**src/rtl/bist_pkg.sv**
```systemverilog
package bist_pkg;

  typedef enum logic [1:0] {
    ST_IDLE = 2'd0,
    ST_RUN  = 2'd1,
    ST_DONE = 2'd2
  } bist_state_e;

  // pass index 0 is the fill pass, 1..4 are read-verify-write passes
  localparam logic [2:0] PASS_FILL = 3'd0;
  localparam logic [2:0] PASS_LAST = 3'd4;

  function automatic logic pass_descending(input logic [2:0] p);
    return (p == 3'd1) || (p == 3'd4);
  endfunction

  function automatic logic pass_writes_ones(input logic [2:0] p);
    return (p == 3'd1) || (p == 3'd3);
  endfunction

  function automatic logic pass_expects_ones(input logic [2:0] p);
    return (p == 3'd2) || (p == 3'd4);
  endfunction

endpackage

```
**src/rtl/march_seq.sv**
```systemverilog
module march_seq
  import bist_pkg::*;
#(
  parameter int ADDR_W = 16,
  parameter int SEG_W  = 2,
  parameter int DATA_W = 16
) (
  input  logic                    clk,
  input  logic                    rst_n,
  input  logic                    start_i,
  output logic [SEG_W+ADDR_W-1:0] mem_addr_o,
  output logic                    mem_we_o,
  output logic                    mem_re_o,
  output logic [DATA_W-1:0]       mem_wdata_o,
  output logic                    cmp_en_o,
  output logic                    cmp_ones_o,
  output logic                    clear_o,
  output logic                    done_o
);

  localparam logic [ADDR_W-1:0] IDX_LAST = '1;
  localparam logic [SEG_W-1:0]  SEG_LAST = '1;

  bist_state_e       state_q;
  logic [SEG_W-1:0]  seg_q;
  logic [2:0]        pass_q;
  logic [ADDR_W-1:0] idx_q;
  logic              phase_q;

  logic              running;
  logic              is_fill;
  logic              step_end;
  logic [ADDR_W-1:0] addr_loc;

  always_comb begin
    running     = (state_q == ST_RUN);
    is_fill     = (pass_q == PASS_FILL);
    step_end    = is_fill || phase_q;
    addr_loc    = pass_descending(pass_q) ? ~idx_q : idx_q;
    mem_addr_o  = {seg_q, addr_loc};
    mem_we_o    = running && (is_fill || phase_q);
    mem_re_o    = running && !is_fill && !phase_q;
    mem_wdata_o = pass_writes_ones(pass_q) ? '1 : '0;
    cmp_en_o    = running && !is_fill && phase_q;
    cmp_ones_o  = pass_expects_ones(pass_q);
    clear_o     = !running && start_i;
    done_o      = (state_q == ST_DONE);
  end

  always_ff @(posedge clk or negedge rst_n) begin
    if (!rst_n) begin
      state_q <= ST_IDLE;
      seg_q   <= '0;
      pass_q  <= PASS_FILL;
      idx_q   <= '0;
      phase_q <= 1'b0;
    end else if (!running) begin
      if (start_i) begin
        state_q <= ST_RUN;
        seg_q   <= '0;
        pass_q  <= PASS_FILL;
        idx_q   <= '0;
        phase_q <= 1'b0;
      end
    end else if (!step_end) begin
      phase_q <= 1'b1;
    end else begin
      phase_q <= 1'b0;
      if (idx_q != IDX_LAST) begin
        idx_q <= idx_q + 1'b1;
      end else begin
        idx_q <= '0;
        if (pass_q != PASS_LAST) begin
          pass_q <= pass_q + 3'd1;
        end else begin
          pass_q <= PASS_FILL;
          if (seg_q != SEG_LAST) seg_q <= seg_q + 1'b1;
          else                   state_q <= ST_DONE;
        end
      end
    end
  end

  AST_NO_RD_WR_SAME_CYCLE: assert property (@(posedge clk) disable iff (!rst_n)
    !(mem_we_o && mem_re_o));
  AST_WRITE_FOLLOWS_READ: assert property (@(posedge clk) disable iff (!rst_n)
    mem_re_o |=> (mem_we_o && mem_addr_o == $past(mem_addr_o)));
  AST_DONE_AFTER_WRITE: assert property (@(posedge clk) disable iff (!rst_n)
    $rose(done_o) |-> $past(mem_we_o));
  AST_QUIET_WHEN_DONE: assert property (@(posedge clk) disable iff (!rst_n)
    done_o |-> !(mem_we_o || mem_re_o));

endmodule

```
**src/rtl/march_cmp.sv**
```systemverilog
module march_cmp #(
  parameter int DATA_W = 16
) (
  input  logic              clk,
  input  logic              rst_n,
  input  logic              clear_i,
  input  logic              cmp_en_i,
  input  logic              cmp_ones_i,
  input  logic [DATA_W-1:0] rdata_i,
  output logic [DATA_W-1:0] fail_o
);

  logic [DATA_W-1:0] fail_q;
  logic [DATA_W-1:0] diff;

  always_comb begin
    diff   = rdata_i ^ (cmp_ones_i ? {DATA_W{1'b1}} : {DATA_W{1'b0}});
    fail_o = fail_q;
  end

  always_ff @(posedge clk or negedge rst_n) begin
    if (!rst_n)        fail_q <= '0;
    else if (clear_i)  fail_q <= '0;
    else if (cmp_en_i) fail_q <= fail_q | diff;
  end

  AST_FAIL_STICKY: assert property (@(posedge clk) disable iff (!rst_n)
    !clear_i |=> ((fail_q & $past(fail_q)) == $past(fail_q)));
  AST_CLEAR_EMPTIES: assert property (@(posedge clk) disable iff (!rst_n)
    clear_i |=> (fail_q == '0));

endmodule

```
**src/rtl/march_grid.sv**
```systemverilog
module march_grid #(
  parameter int DATA_W = 16,
  parameter int COLS   = 4
) (
  input  logic [DATA_W-1:0]      fail_i,
  output logic [DATA_W/COLS-1:0] rows_o,
  output logic [COLS-1:0]        cols_o
);

  localparam int ROWS = DATA_W / COLS;

  for (genvar r = 0; r < ROWS; r++) begin : g_row
    assign rows_o[r] = |fail_i[r*COLS +: COLS];
  end

  for (genvar c = 0; c < COLS; c++) begin : g_col
    logic [ROWS-1:0] col_bits;
    for (genvar r = 0; r < ROWS; r++) begin : g_cell
      assign col_bits[r] = fail_i[r*COLS + c];
    end
    assign cols_o[c] = |col_bits;
  end

  always_comb begin
    AST_GRID_CONSISTENT: assert ((|rows_o) == (|cols_o));
  end

endmodule

```
**src/rtl/mram_march_bist.sv**
```systemverilog
module mram_march_bist #(
  parameter int ADDR_W    = 16,
  parameter int SEG_W     = 2,
  parameter int DATA_W    = 16,
  parameter int GRID_COLS = 4
) (
  input  logic                           clk,
  input  logic                           rst_n,
  input  logic                           start,
  output logic                           done,
  output logic                           pass,
  output logic [SEG_W+ADDR_W-1:0]        mem_addr,
  output logic                           mem_we,
  output logic                           mem_re,
  output logic [DATA_W-1:0]              mem_wdata,
  input  logic [DATA_W-1:0]              mem_rdata,
  output logic [DATA_W-1:0]              fail_map,
  output logic [DATA_W/GRID_COLS-1:0]    fail_rows,
  output logic [GRID_COLS-1:0]           fail_cols
);

  logic cmp_en;
  logic cmp_ones;
  logic clear;

  march_seq #(.ADDR_W(ADDR_W), .SEG_W(SEG_W), .DATA_W(DATA_W)) i_seq (
    .clk         (clk),
    .rst_n       (rst_n),
    .start_i     (start),
    .mem_addr_o  (mem_addr),
    .mem_we_o    (mem_we),
    .mem_re_o    (mem_re),
    .mem_wdata_o (mem_wdata),
    .cmp_en_o    (cmp_en),
    .cmp_ones_o  (cmp_ones),
    .clear_o     (clear),
    .done_o      (done)
  );

  march_cmp #(.DATA_W(DATA_W)) i_cmp (
    .clk        (clk),
    .rst_n      (rst_n),
    .clear_i    (clear),
    .cmp_en_i   (cmp_en),
    .cmp_ones_i (cmp_ones),
    .rdata_i    (mem_rdata),
    .fail_o     (fail_map)
  );

  march_grid #(.DATA_W(DATA_W), .COLS(GRID_COLS)) i_grid (
    .fail_i (fail_map),
    .rows_o (fail_rows),
    .cols_o (fail_cols)
  );

  assign pass = done && (fail_map == '0);

  AST_PASS_MEANS_CLEAN: assert property (@(posedge clk) disable iff (!rst_n)
    pass |-> (done && fail_map == '0));
  AST_DONE_HELD: assert property (@(posedge clk) disable iff (!rst_n)
    (done && !start) |=> done);

endmodule

```
**config.mk**
```make
export PLATFORM = sky130hd
export DESIGN_NAME = mram_march_bist
export DESIGN_NICKNAME = d
export VERILOG_FILES = /design/src/rtl/bist_pkg.sv /design/src/rtl/march_seq.sv /design/src/rtl/march_cmp.sv /design/src/rtl/march_grid.sv /design/src/rtl/mram_march_bist.sv
export SDC_FILE = /design/constraint.sdc
export NUM_CORES = 1
export LEC_CHECK = 0
export ABC_AREA = 1
export BUFFER_PORTS_ARGS = -buffer_cell sky130_fd_sc_hd__buf_2
export CAP_MARGIN = 10
export CORE_ASPECT_RATIO = 0.9
export CORE_MARGIN = 1.5
export CORE_UTILIZATION = 45
export DETAILED_ROUTE_END_ITERATION = 8
export GPL_TIMING_DRIVEN = 0
export PLACE_DENSITY = 0.73
export SLEW_MARGIN = 10
export SYNTH_ARGS = -nofsm -noshare
export SYNTH_HDL_FRONTEND = slang
export SYNTH_HIERARCHICAL = 1
export SYNTH_SLANG_ARGS = --single-unit
```
**constraint.sdc**
```tcl
create_clock -name clk -period 1.7 [get_ports clk]
set_clock_uncertainty 0.1 [all_clocks]
set_input_delay 0.255 -clock clk [delete_from_list [all_inputs] [get_ports clk]]
set_output_delay 0.255 -clock clk [all_outputs]
set_load 0.02 [all_outputs]
```
==> flow_summary.toml <==
[run_status]
status = "finished with violations"
violations = "hold timing, setup timing"

[yosys]
synth-edff-count = 0
synth.largest_area_cell = "dfrtp_1"
synth.avg_cell_area_sq_um = 7.412
synth_area_leaders = "dfrtp_1 34%, nand2_1 12%, inv_1 6.8%, nor2_1 6.7%, xor2_1 5.7%"
synth_warnings = 6
syn_nets = 419
ys_seq_elements = 40
async_flop_share_pct = 100.0
postSynthCellCount = 393
syn-cell-area_sq_mm = 0.002913
netlist.area_leader.share_pct = 34.36
yosysMostFrequentCell = "nand2_1"
ys_seq_area_share_pct = 34.36
ys.flop_type = "dfrtp_1"
netlist-cell-type-count = 30
yosys-top-cells-count = "90 x nand2_1, 53 x inv_1, 52 x nor2_1"

[global_route]
met1_usage_pct = 32.17
antenna_found_initial = 0
grt_pass1_vias = 2867
grtUsageMet2_pct = 43.89
grt_usage_pct = 25.64
grt_overflow = 0
grt_use_met3_pct = 4.470
grt_pass1_wl_mm = 13.74
grt_max_degree = 41
grt-busiest-layer = "met2"

[drt]
routedWlPerCell_microns = 15.05
drtIter0Drc = 118
drc_errors = 0
via_per_inst = 4.998
drt_pass1_iterations = 4
antenna_left = 0
wl_mm = 9.012
via_count = 2994

[final_layout]
fillers = 397
area_growth_pct = 59.62
fin_nets = 537
diodes = 0
layout-drive-gt1-share_pct = 49.22
final_util_pct = 75.21

[timing]
slew_headroom_pct = 39.68
slew_viol_final = 0
setup_ws_ns = -0.3436
final.setup.tns_ns = -15.91
hold_violations = 26
period_share_pct = 120.2
worst_slew_pin_slew_ns = 0.9048
whs_ns = -0.02761
fmax_mhz = 489.3
finalSetupViolCount = 74
rsz0062_at_grt = "true"
period_minus_slack_ns = 2.044

[floorplan]
io-pin-count = 81
coreArea_sq_mm = 0.006182
die_area_sq_mm = 0.006965
start_util_pct = 47.12
die_h_microns = 79.33
die_x_microns = 87.81
std_cell_rows = 27

[critical_path]
worstPathMaxFanout = 6
crit_type = "reg2out"
worstPathCellList = "inv_2, ha_4, nand2_4, nand2_8, buf_8, xor2_1, buf_4"
critPathSlowestCell = "dfrtp_1"
critical_path_required_ns = 1.34
arrival_ns = 1.69
end_kind = "output port"
max_stage_delay_ns = 0.42
cp-start-kind = "flop"

[worst_hold_path]
hp-class = "in2async"

[clock_network]
ctsHtreeMaxLevel = 2
clock_sinks = 40
cts_tree = "built"
postCtsHoldBufs = 0
clock_path_buffers = 2
cts_buffers = 5
path_clk_slew_ns = 0.08
root_buffer = "clkbuf_8"
clk_latency_ns = 0.30

[placed_design]
place_ws_ns = -0.2257
dp_hpwl_mm = 4.982
io_buffers = 80
routabilityCongestion = 0.8140

[job]
drv_cap = 0
-- logic make-up (layout without fill, tap and decap cells) --
kind of cell	count (synthesis)	after routing	share of synthesized area [%]
AND/OR/NAND/NOR	210	212	35.05
adder cells (fa/ha/maj)	7	7	3.007
XOR/XNOR	20	20	6.014
buffers and inverters	83	200	14.43
flip-flops	40	40	34.36
AO/OA/AOI/OAI	33	33	7.130
-- final timing paths --
path	startpoint	to	slack [ns]	cells after the start
max in group asynchronous	rst_n	i_cmp/fail_o[15]	0.89	1
max	i_seq/pass_q[1]	mem_addr[0]	-0.34	7
min reg2reg	i_seq/idx_q[0]	i_seq/idx_q[0]	0.45	1
min in group clk	mem_rdata[6]	i_cmp/fail_o[6]	0.15	4
min	rst_n	i_seq/pass_q[0]	-0.03	1
max reg2reg	i_seq/pass_q[1]	i_seq/idx_q[8]	-0.28	11
-- registers in the layout, summed over array words and instances, names as in the netlist --
register,count
i_cmp/fail_o,16
i_seq/idx_q,16
i_seq/pass_q,3
i_seq/seg_q,2
i_seq/state_q,2
i_seq/phase_q,1
-- final cells by class --
class	count	area, sq um	share of cell area (%)
inverter	58	225.2	4.844
timing repair buffer	110	955.9	20.56
multi-input combinational	272	1969	42.36
buffer	24	275.3	5.920
clock inverter	2	35.03	0.7535
tap	87	108.9	2.341
clock buffer	6	72.57	1.561
sequential	40	1007	21.66
-- cell usage in the layout, fill, tap and decap left out, types with 4 or more instances in the layout --
cell type,netlist,layout
nand3_2,12,14
buf_6,4,51
clkbuf_8,0,6
ha_4,0,4
dfrtp_1,40,35
nand2_2,17,19
buf_4,16,25
nor2_1,52,50
nand2_8,0,6
nand2_1,90,80
buf_2,2,45
a21oi_2,10,15
xor2_1,19,8
nor3_1,5,4
dfrtp_2,0,5
o21ai_1,5,4
inv_1,53,46
buf_12,0,5
xor2_4,0,10
a21oi_1,13,8
nor2_4,5,8
inv_2,3,9
nand3_1,20,17
nand2_4,3,7
-- worst max-delay path: cells and delay by family (launching register included) --
kind,cells,cell delay [ns]
xor gates and xnor gates,1,0.20
adders and majority gates,1,0.16
buffers and inverters,3,0.44
DFF,1,0.42
and+or+nand+nor,2,0.18
-- layer usage --
layer	share of wire [%]	routed length [microns]	vias up
met5	0	0	-
met4	2.4	218	0
met3	4.7	420	18
met2	53	4743	106
met1	40	3630	1449
li1	-	-	1421
-- metrics by stage --
| stage | instance area [sq um] | cells | hold slack, ns |
|---|---|---|---|
| after floorplan | 3126 | 393 | -0.1406 |
| after global placement | 3635 | 560 | 0.3305 |
| after detailed placement | 3635 | 560 | 0.3317 |
| after CTS | 4436 | 589 | 0.01766 |
| after global routing | 4649 | 599 | 0.06382 |
| final | 4649 | 599 | -0.02761 |
-- what timing repair did --
item | 4_1_cts | 5_1_grt
endpoints found under the setup margin | 62 | 74
setup buffers | 17 | 9
resized for setup | 132 | 32
pin swaps | 7 | 10
gates cloned | 4 | 2
Power is left out: the tool's default activity adds up to more than one toggle a clock period on the data nets, which glitch-free logic cannot reach.
